$ cat src/rtl/fifo_level_flags.sv
module fifo_level_flags #(
  parameter int DEPTH_LOG2 = 13,
  parameter int DATA_W     = 18,
  parameter int DEF_LO     = 127,
  parameter int DEF_HI     = 1023
) (
  input  logic                  clk,
  input  logic                  mrst_n,
  input  logic                  prst_n,
  input  logic                  ld,
  input  logic                  wr_en,
  input  logic                  rd_en,
  input  logic                  ser_en,
  input  logic                  ser_in,
  input  logic [DATA_W-1:0]     din,
  input  logic [DEPTH_LOG2:0]   occ,
  output logic                  afull_n,
  output logic                  aempty_n,
  output logic                  hfull_n,
  output logic [DATA_W-1:0]     dout
);
  localparam int OW    = DEPTH_LOG2;
  localparam int CW    = DEPTH_LOG2 + 1;
  localparam int DEPTH = 1 << DEPTH_LOG2;
  localparam int SBITS = 2 * OW;
  localparam int SCW   = $clog2(SBITS + 1);

  logic [OW-1:0]  n_off, m_off;
  logic           ser_mode, sel_full;
  logic [SCW-1:0] scnt;

  wire soft_rst = !mrst_n || !prst_n;
  wire pwr      = ld && wr_en;
  wire prd      = ld && rd_en && !wr_en;
  wire shift    = ser_mode && ser_en && (scnt < SCW'(SBITS));
  wire pload    = !ser_mode && pwr;

  wire [CW-1:0] full_thr = CW'(DEPTH) - CW'(m_off);

  always_ff @(posedge clk) begin
    if (!mrst_n) begin
      ser_mode <= ld;
      n_off    <= ld ? OW'(DEF_HI) : OW'(DEF_LO);
      m_off    <= ld ? OW'(DEF_HI) : OW'(DEF_LO);
    end else if (prst_n) begin
      if (shift) begin
        for (int i = 0; i < OW; i++) begin
          if (scnt == SCW'(i))      n_off[i] <= ser_in;
          if (scnt == SCW'(i + OW)) m_off[i] <= ser_in;
        end
      end else if (pload) begin
        if (sel_full) m_off <= din[OW-1:0];
        else          n_off <= din[OW-1:0];
      end
    end
  end

  always_ff @(posedge clk) begin
    if (soft_rst) begin
      sel_full <= 1'b0;
      scnt     <= '0;
      dout     <= '0;
    end else begin
      if (shift)         scnt     <= scnt + 1'b1;
      if (pload || prd)  sel_full <= ~sel_full;
      if (prd)           dout     <= DATA_W'(sel_full ? m_off : n_off);
    end
  end

  always_ff @(posedge clk) begin
    if (soft_rst) begin
      afull_n  <= 1'b1;
      aempty_n <= 1'b0;
      hfull_n  <= 1'b1;
    end else begin
      afull_n  <= !(occ > full_thr);
      aempty_n <= !(occ < CW'(n_off));
      hfull_n  <= !(occ > CW'(DEPTH / 2));
    end
  end

  assert_prst_keeps_offsets_R9: assert property (@(posedge clk) disable iff (!mrst_n)
    !prst_n |=> ($stable(n_off) && $stable(m_off) && $stable(ser_mode)));

  assert_parallel_ignores_serial_R8: assert property (@(posedge clk) disable iff (!mrst_n)
    (!ser_mode && !pwr) |=> ($stable(n_off) && $stable(m_off)));

  assert_serial_ignores_write_R8: assert property (@(posedge clk) disable iff (!mrst_n)
    (ser_mode && !ser_en) |=> ($stable(n_off) && $stable(m_off)));

  assert_serial_count_bound_R7: assert property (@(posedge clk) disable iff (!mrst_n)
    scnt <= SCW'(SBITS));

  assert_select_flips_on_read_R6: assert property (@(posedge clk) disable iff (!mrst_n)
    (prst_n && prd) |=> (sel_full != $past(sel_full)));

  assert_dout_holds_R6: assert property (@(posedge clk) disable iff (!mrst_n)
    (prst_n && !prd) |=> $stable(dout));

  assert_prst_clears_flags_R9: assert property (@(posedge clk) disable iff (!mrst_n)
    !prst_n |=> (afull_n && !aempty_n && hfull_n && dout == '0));
endmodule

$ cat config.mk
export PLATFORM = sky130hd
export DESIGN_NAME = fifo_level_flags
export DESIGN_NICKNAME = d
export VERILOG_FILES = /design/src/rtl/fifo_level_flags.sv
export SDC_FILE = /design/constraint.sdc
export NUM_CORES = 1
export LEC_CHECK = 0
export CAP_MARGIN = 10
export CORE_MARGIN = 1.5
export CORE_UTILIZATION = 55
export DETAILED_ROUTE_END_ITERATION = 10
export PLACE_DENSITY = 0.84
export SLEW_MARGIN = 30
export SYNTH_ARGS = -nofsm -noshare
export SYNTH_HDL_FRONTEND = slang
export SYNTH_SLANG_ARGS = --single-unit
$ cat constraint.sdc
create_clock -name clk -period 8.1 [get_ports clk]
set_clock_uncertainty 0.1 [all_clocks]
set_input_delay 1.62 -clock clk [delete_from_list [all_inputs] [get_ports clk]]
set_output_delay 1.62 -clock clk [all_outputs]
set_load 0.01 [all_outputs]
==> impl_metrics.tcl, run 1 <==
set metrics [dict create \
    crit_start "mrst_n" \
    finalSetupTns_ns 0 \
    clockBufferDepth 2 \
    fin_crit_sh 0.441 \
    grt_max_degree 27 \
    die-area_um2 6230 \
    postSynthAreaPerCell_um2 9.01 \
    n_antenna_cell 0 \
    cp_max_fo 13 \
    cp.arrival_ns 3.48 \
    cp-endpoint "m_off[9]" \
    setup_viol 0 \
    internal_power_mw 0.394 \
    htreeDepth 2 \
    clock.fmax_ghz 0.280 \
    grtUsageMet1 0.295 \
    synthArstFlopShare 0 \
    routed_wl_um 7090 \
    crit_type "input pin to flip-flop" \
    rows 27 \
    synth_flop_cell "edfxtp_1" \
    hold_class "flip-flop to flip-flop" \
    drt-pass1-iter-count 5 \
    nFillCells 447 \
    ff2ff_path_depth 10 \
    post-cts-setup-buffer-count 0 \
    finalHoldViolCount 0 \
    yosysUniqueCellTypes 44 \
    core_area_um2 5540 \
    period_minus_slack_ns 3.57 \
    netlist.area_leader.share 0.256 \
    slew_headroom 0.341 \
    clock-root-buffer "clkbuf_8" \
    cts_made_buffers 5 \
    drc_errors 0 \
    start_kind "input pin" \
    mappedNetlistArea_um2 3170 \
    ant_nets 0 \
    start_util 0.572 \
    io_buffer_count 50 \
    final_area_um2 3760 \
    io_pins 61 \
    power.switching_mw 0.154 \
    dpl_cell_area_um2 3680 \
    r2r-start "m_off[5]" \
    drv_slew 0 \
    synth_area_leaders "edfxtp_1, dfxtp_1, ha_1" \
    synth_warnings 0 \
    ys_seq_area_frac 0.394 \
    cp_slowest_cell "a21oi_1" \
    worst_slack_ns 4.53 \
    fp.dieH_um 78.9 \
    status "finished clean" \
    reg2reg_slack_ns 4.81 \
    area_growth_pct 18.7 \
    grt_pass1_vias 2592 \
    clkTransAtPathRegs_ns 0.08 \
    antenna_found_initial 0 \
    crit_required_ns 8.01 \
    tritoncts "built" \
    p_per_area_nw_per_um2 145 \
    syn_inst 352 \
    p_sw_frac 0.281 \
    track_usage 0.240 \
    multiInputGateArea_um2 1740 \
    dp_slack_ns 4.28 \
    grt-ovfl-total 0 \
    rr_endpoint "afull_n" \
    max_stage_delay_ns 0.83 \
    critPathCaptureType "flip-flop" \
    path_cells "clkdlybuf4s50_1 -> clkinv_1 -> a21oi_1 -> a21oi_1" \
    rsz0062_at_grt "false" \
    postCtsResizedCells 0 \
    ys_ff_latch 49 \
    tightest_slew_ns 0.988 \
    cap_violations 0 \
    grt_busiest_layer "met2" \
    cts_sinks 49 \
    p_leak_nw 1.44 \
    crit_top_cell "a21oi_1" \
    viasPerCell 5.65 \
    grt_util_met2 0.431 \
    vias 2639 \
    synth_edf_count 27 \
    place_hpwl_um 5400 \
    power.total_mw 0.547 \
    yosysTopAreaCell "edfxtp_1" \
    seq_power_share 0.541 \
    die_w_um 78.9 \
    met3_usage 0.0414 \
    drtIter0Drc 165 \
    routedWlPerCell_um 15.2 \
    postCtsHoldBufs 0 \
    peakVddDrop_mv 0.0894 \
    grt_first_pass_wirelength_um 11700 \
    drive_above_1_share 0.0456 \
    seqCellArea_um2 1250 \
    clkPwrFrac 0.255 \
    place_congestion 0.919 \
    clk_latency_ns 0.30 \
    p_comb_frac 0.204 \
    finalNetCount 466 \
]
==> registers in the layout, indices dropped and copies added (netlist names) <==
| signal | flops |
|---|---|
| dout | 13 |
| m_off | 13 |
| n_off | 13 |
| scnt | 5 |
| aempty_n | 1 |
| afull_n | 1 |
| hfull_n | 1 |
| sel_full | 1 |
| ser_mode | 1 |
==> cell families after synthesis <==
kind of cell | synth area share
mux | 0.0410
compound gates | 0.160
buf+inv | 0.0627
other cells | 0.00118
flops | 0.394
simple gates | 0.173
xor+xnor | 0.0414
fa+ha+maj | 0.126
==> routing by layer <==
layer	wire, um	vias up
li1	-	1326
met3	330	4
met5	0	-
met1	3100	1214
met4	52	0
met2	3610	95
==> Yosys cell counts, types with 9 or more instances <==
cell	instances
dfxtp_1	22
buf_2	9
ha_1	32
a211oi_1	15
edfxtp_1	27
nor2_1	33
mux2i_1	13
a21oi_1	44
a21o_1	9
nand3_1	12
nand2_1	38
inv_1	24
==> power groups by stage <==
| stage | clock network [mW] | registers (mW) | logic, mW |
|---|---|---|---|
| global placement | 0 | 0.300 | 0.106 |
| CTS | 0.140 | 0.296 | 0.111 |
| finish | 0.140 | 0.296 | 0.112 |
| detailed placement | 0 | 0.301 | 0.110 |
| global route | 0.149 | 0.298 | 0.125 |
| floorplan | 0 | 0.296 | 0.0714 |
==> worst min path at each step <==
| stage | from | endpoint | slack [ns] | cells past startpoint |
|---|---|---|---|---|
| global route | dout[5] | dout[5] | 0.44 | 2 |
| floorplan | scnt[1] | scnt[1] | 0.39 | 2 |
| global placement | dout[8] | dout[8] | 0.39 | 2 |
| CTS | dout[7] | dout[7] | 0.40 | 2 |
| detailed placement | dout[3] | dout[3] | 0.39 | 2 |
| finish | dout[8] | dout[8] | 0.40 | 2 |
==> worst max-delay path: cells and delay by family <==
family / cells / cell delay [ns]
buf+inv: 2 / 0.89
compound gates: 2 / 0.97
==> layout by cell type (no fill, tap or decap), types with 2 or more instances in the layout <==
cell             netlist  final
clkbuf_8               0      5
mux2i_1               13     13
nand3_1               12     12
clkinv_1               1      2
a31oi_1                3      3
nand3b_1               2      2
edfxtp_1              27     27
a21o_1                 9      9
nand4_1                5      5
o21ai_0                4      4
ha_1                  32     32
clkdlybuf4s50_1        0     50
nor2_1                33     33
dfxtp_1               22     22
xor2_1                 8      8
xnor2_1                7      7
a211oi_1              15     15
inv_1                 24     24
nand2_1               38     38
nand3_2                2      2
nor2b_1                2      2
a21oi_1               44     43
nor4_1                 4      4
nand2_2                2      2
nor3_1                 4      4
conb_1                 1      5
and3_1                 2      2
clkbuf_1               6      2
==> layout make-up <==
cell class | count | area share
flip-flops and latches | 49 | 0.332
inverters | 25 | 0.0249
well taps | 72 | 0.0239
multi-input cells | 262 | 0.462
repair buffers | 51 | 0.135
clock buffers | 7 | 0.0203
clock inverters | 1 | 0.000997
==> through the flow <==
step	util	hold slack, ns	instances
4_1_cts	0.679	0.403	467
3_5_place_dp	0.664	0.391	459
5_1_grt	0.679	0.441	467
6_report	0.679	0.401	467
2_1_floorplan	-	0.394	356
3_3_place_gp	0.664	0.388	459
Note: power is estimated with default switching activity, not from simulation.
==> inputs of run 2 (changes only) <==
- CORE_UTILIZATION: 55 -> 47
- PLACE_DENSITY: 0.84 -> 0.76
- clock period: 8.1 -> 2.9 ns (I/O delays scaled with it)
==> impl_metrics.tcl, run 2 (same netlist as run 1, synthesis figures left out) <==
set metrics [dict create \
    status "finished, violations left" \
    violations "DRC" \
    whs_ns 0.401 \
    slew_headroom 0.605 \
    place_hpwl_um 5600 \
    start_kind "flip-flop" \
    grt_first_pass_wirelength_um 12400 \
    viasPerCell 5.57 \
    finalNetCount 480 \
    nFillCells 543 \
    vias 2706 \
    cp_slowest_cell "or4_4" \
    drv_slew 0 \
    final_cell_mix "clkdlybuf4s50_1, a21oi_1, nand2_1" \
    track_usage 0.213 \
    drc_errors 7 \
    grt-ovfl-total 0 \
    rsz0062_at_grt "true" \
    antenna_found_initial 0 \
    critPathCaptureType "flip-flop" \
    drtIter0Drc 125 \
    start_util 0.494 \
    crit_required_ns 3.00 \
    cts_sinks 49 \
    finalHoldViolCount 0 \
    final_util 0.616 \
    clock.fmax_ghz 0.346 \
    p_per_area_nw_per_um2 425 \
    post-place-cells 477 \
    grt_pass1_vias 2660 \
    setup_viol 0 \
    finalSetupTns_ns 0 \
    clk_latency_ns 0.30 \
    multiInputGateArea_um2 1780 \
    grt_max_degree 27 \
    drive_above_1_share 0.100 \
    clkTransAtPathRegs_ns 0.09 \
    area_growth_pct 24.7 \
    tightest_slew_ns 0.592 \
    fin_cells 486 \
    io_buffer_count 50 \
    reg_top3 "dout x13, m_off x13, n_off x13" \
    final_area_um2 3960 \
    io_pins 61 \
    postCtsHoldBufs 0 \
    fp.dieH_um 85.2 \
    tritoncts "built" \
    path_cells "or4_4 -> nor2_4 -> nand3_4 -> nor4_4 -> xor2_1 -> ha_1 -> nand4_1 -> buf_4 -> nor2_4 -> o31ai_1 -> a221o_1" \
    cts_made_buffers 5 \
    htreeDepth 2 \
    cp.arrival_ns 2.99 \
    crit_type "flip-flop to flip-flop" \
    crit_top_cell "nor2_4" \
    max_stage_delay_ns 0.58 \
    cp_max_fo 3 \
    hold_class "flip-flop to flip-flop" \
    fin_crit_sh 0.995 \
    peakVddDrop_mv 0.227 \
    die_w_um 85.2 \
    rows 29 \
    routed_wl_um 7340 \
    dpl_cell_area_um2 3780 \
    clock-root-buffer "clkbuf_8" \
    core_area_um2 6420 \
    drt-pass1-iter-count 7 \
    clockBufferDepth 2 \
    cap_violations 0 \
    layout_commonest_cell "clkdlybuf4s50_1" \
    p_leak_nw 1.53 \
    seqCellArea_um2 1250 \
    place_congestion 0.863 \
    routedWlPerCell_um 15.1 \
    period_minus_slack_ns 2.89 \
    n_antenna_cell 0 \
    die-area_um2 7250 \
    ant_nets 0 \
]
## run 2: changes by cell type in the layout (fill, tap and decap cells not counted), sizes merged
cell and change:
clkinv -1, bufinv +1, inv +1, buf +14
clkbuf -1
## run 2: where the power goes
group | internal (mW) | switching, mW | leakage, nW
logic | 0.164 | 0.182 | 1.03
clock network | 0.281 | 0.236 | 0.0617
registers | 0.783 | 0.0369 | 0.437
total | 1.23 | 0.455 | 1.53
## run 2: cell type report
cell class,count,area share
multi-input cells,262,0.451
flip-flops and latches,49,0.316
repair buffers,65,0.155
well taps,77,0.0244
inverters,25,0.0237
clock buffers,6,0.0209
clock inverters,2,0.00917
## run 2: routing by layer
metal	track usage	vias to the layer above	routed length, um	share of wire
met5	0	-	0	0
met4	0.0611	0	129	0.018
met3	0.0370	14	459	0.063
met2	0.364	98	3510	0.48
met1	0.278	1238	3240	0.44
li1	-	1356	-	-
## run 2: repair_timing
action | CTS | global route
hold endpoints to repair | 0 | 0
endpoints found under the setup margin | 1 | 1
gates resized for setup | 1 | 8
pin swaps | 0 | 9
setup buffers | 0 | 2
## run 2: worst max-delay path: cells and delay by family, from the launching register on
kind / cells / cell delay (ns)
flops: 1 / 0.39
fa+ha+maj: 1 / 0.31
buf+inv: 1 / 0.18
compound gates: 2 / 0.36
xor+xnor: 1 / 0.11
simple gates: 6 / 1.31
## run 2: stage by stage
| stage | setup WS, ns | total power, mW |
|---|---|---|
| 5_1_grt | -0.158 | 1.77 |
| 3_5_place_dp | 0.000410 | 1.17 |
| 4_1_cts | 0.0155 | 1.68 |
| 6_report | 0.0137 | 1.68 |
| 3_3_place_gp | 0.0605 | 1.15 |
| 2_1_floorplan | 0.269 | 1.03 |
## run 2: path summary, 6_finish.rpt
path	startpoint	endpoint	slack, ns	cells past startpoint
worst max-delay path	m_off[3]	afull_n	0.01	11
worst min-delay path	dout[8]	dout[8]	0.40	2
worst max register to register	m_off[3]	afull_n	0.01	11
worst min register to register	dout[8]	dout[8]	0.40	2
==> inputs of run 3 (changes only) <==
- ABC_AREA: not set -> 1
- CORE_UTILIZATION: 47 -> 48
- PLACE_DENSITY: 0.76 -> 0.77
==> impl_metrics.tcl, run 3 <==
set metrics [dict create \
    max_stage_delay_ns 0.44 \
    hold_class "flip-flop to flip-flop" \
    die_w_um 88.3 \
    io_buffer_count 50 \
    status "finished clean" \
    cp_max_fo 3 \
    clock.fmax_ghz 0.409 \
    fp.dieH_um 88.3 \
    postSynthAreaPerCell_um2 7.06 \
    grt_first_pass_wirelength_um 13900 \
    mappedNetlistArea_um2 3490 \
    n_antenna_cell 0 \
    viasPerCell 5.02 \
    tritoncts "built" \
    drc_errors 0 \
    crit_buf_inv 1 \
    ys_ff_latch 49 \
    rsz0062_at_grt "false" \
    area_growth_pct 17.6 \
    yosysTopAreaCell "edfxtp_1" \
    finalNetCount 611 \
    cts_made_buffers 5 \
    finalHoldViolCount 0 \
    synth_commonest_cells "nand2_1, inv_1, nor2_1" \
    synth_area_leaders "edfxtp_1, nand2_1, dfxtp_1" \
    synth_most_common_cell "nand2_1" \
    grt-ovfl-total 0 \
    crit_family "simple AND/OR/NAND/NOR gates" \
    rows 30 \
    start_util 0.506 \
    synth_flop_cell "edfxtp_1" \
    critPathCaptureType "flip-flop" \
    synthArstFlopShare 0 \
    final_cell_mix "nand2_1, inv_1, nor2_1, clkdlybuf4s50_1, nand3_1" \
    start_kind "flip-flop" \
    cts_sinks 49 \
    slew_headroom 0.400 \
    whs_ns 0.460 \
    postCtsHoldBufs 0 \
    setup_viol 0 \
    cp.arrival_ns 2.55 \
    post-cts-setup-buffer-count 0 \
    cap_violations 0 \
    ant_nets 0 \
    clockBufferDepth 2 \
    tightest_slew_ns 0.895 \
    clock-root-buffer "clkbuf_8" \
    routed_wl_um 8160 \
    ys_seq_area_frac 0.358 \
    clk_latency_ns 0.31 \
    layout_commonest_cell "nand2_1" \
    synth_warnings 0 \
    p_per_area_nw_per_um2 391 \
    crit_top_cell "nand2_1" \
    place_hpwl_um 6340 \
    drt-pass1-iter-count 5 \
    grt_max_degree 28 \
    yosysUniqueCellTypes 28 \
    crit_type "flip-flop to flip-flop" \
    crit_required_ns 3.00 \
    synth_edf_count 27 \
    fin_crit_sh 0.842 \
    cp_slowest_cell "edfxtp_1" \
    track_usage 0.227 \
    clkTransAtPathRegs_ns 0.09 \
    period_minus_slack_ns 2.44 \
    p_leak_nw 1.91 \
    drive_above_1_share 0.0426 \
    finalSetupTns_ns 0 \
    io_pins 61 \
    postCtsResizedCells 0 \
    core_area_um2 6910 \
    antenna_found_initial 0 \
    drv_slew 0 \
    path_cells "inv_1 -> ha_1 -> nand2_1 -> nor2_1 -> nand2_1 -> nor2_1 -> nand2_1 -> nand2_1 -> nand2_1 -> ha_1 -> nand2_1 -> nor2_1 -> nand2_1 -> nor2_1 -> nand2_1 -> nand2_1 -> nand2_1" \
    syn_inst 495 \
    netlist.area_leader.share 0.232 \
    reg_top3 "dout x13, m_off x13, n_off x13" \
    peakVddDrop_mv 0.228 \
    place_congestion 0.885 \
    htreeDepth 2 \
    routedWlPerCell_um 12.8 \
    vias 3195 \
    grt_pass1_vias 3144 \
    die-area_um2 7800 \
    drtIter0Drc 190 \
]
## run 3: changes by cell type after synthesis, moves of 15 or more
cell / delta
o21ai_0: +18
nand3_1: +27
nand2_1: +136
nor2_1: +17
a211oi_1: -15
a21oi_1: -31
inv_1: +27
## run 3: final cells by class
| class | instances | area, um^2 |
|---|---|---|
| Multi-Input combinational cell | 375 | 1920 |
| Tap cell | 96 | 120 |
| Sequential cell | 49 | 1250 |
| Fill cell | 661 | 2800 |
| Clock buffer | 6 | 72.6 |
| Inverter | 54 | 203 |
| Timing Repair Buffer | 54 | 531 |
| Clock inverter | 2 | 15.0 |
## run 3: cells by family after synthesis
logic type,after synthesis,share of synthesized area
AO/OA/AOI/OAI,55,0.0888
XOR/XNOR,6,0.0150
adder cells (fa/ha/maj),32,0.115
buffers and inverters,75,0.0974
flip-flops,49,0.358
other,1,0.00107
AND/OR/NAND/NOR,277,0.325
## run 3: worst paths after layout
path | start | end | slack [ns] | depth (start not counted)
max | m_off[0] | afull_n | 0.46 | 17
min | dout[3] | dout[3] | 0.46 | 2
max reg2reg | m_off[0] | afull_n | 0.46 | 17
min reg2reg | dout[3] | dout[3] | 0.46 | 2
## run 3: worst register-to-register path, delay by kind of cell (launching register included)
family | cells | cell delay, ns
simple gates | 14 | 1.23
fa+ha+maj | 2 | 0.47
flops | 1 | 0.44
buf+inv | 1 | 0.10
## run 3: where the power goes
| part | switching (mW) | internal, mW |
|---|---|---|
| clock | 0.241 | 0.171 |
| sequential | 0.0357 | 0.788 |
| combinational | 0.215 | 0.155 |
## run 3: metal layers
layer / vias to the layer above / global-route usage / wire [um]
li1: 1673 / - / -
met2: 80 / 0.394 / 3940
met1: 1427 / 0.289 / 3720
met3: 15 / 0.0326 / 348
met5: - / 0 / 0
met4: 0 / 0.0781 / 148
## run 3: per-stage QoR
step | setup WS (ns) | utilization | cell area (um^2) | std cells | total power, mW
3_3_place_gp | 0.314 | 0.582 | 4020 | 628 | 1.19
6_report | 0.458 | 0.595 | 4110 | 636 | 1.61
3_5_place_dp | 0.254 | 0.582 | 4020 | 628 | 1.21
2_1_floorplan | 0.797 | - | 3510 | 499 | 1.08
5_1_grt | 0.188 | 0.595 | 4110 | 636 | 1.70
4_1_cts | 0.453 | 0.595 | 4110 | 636 | 1.61
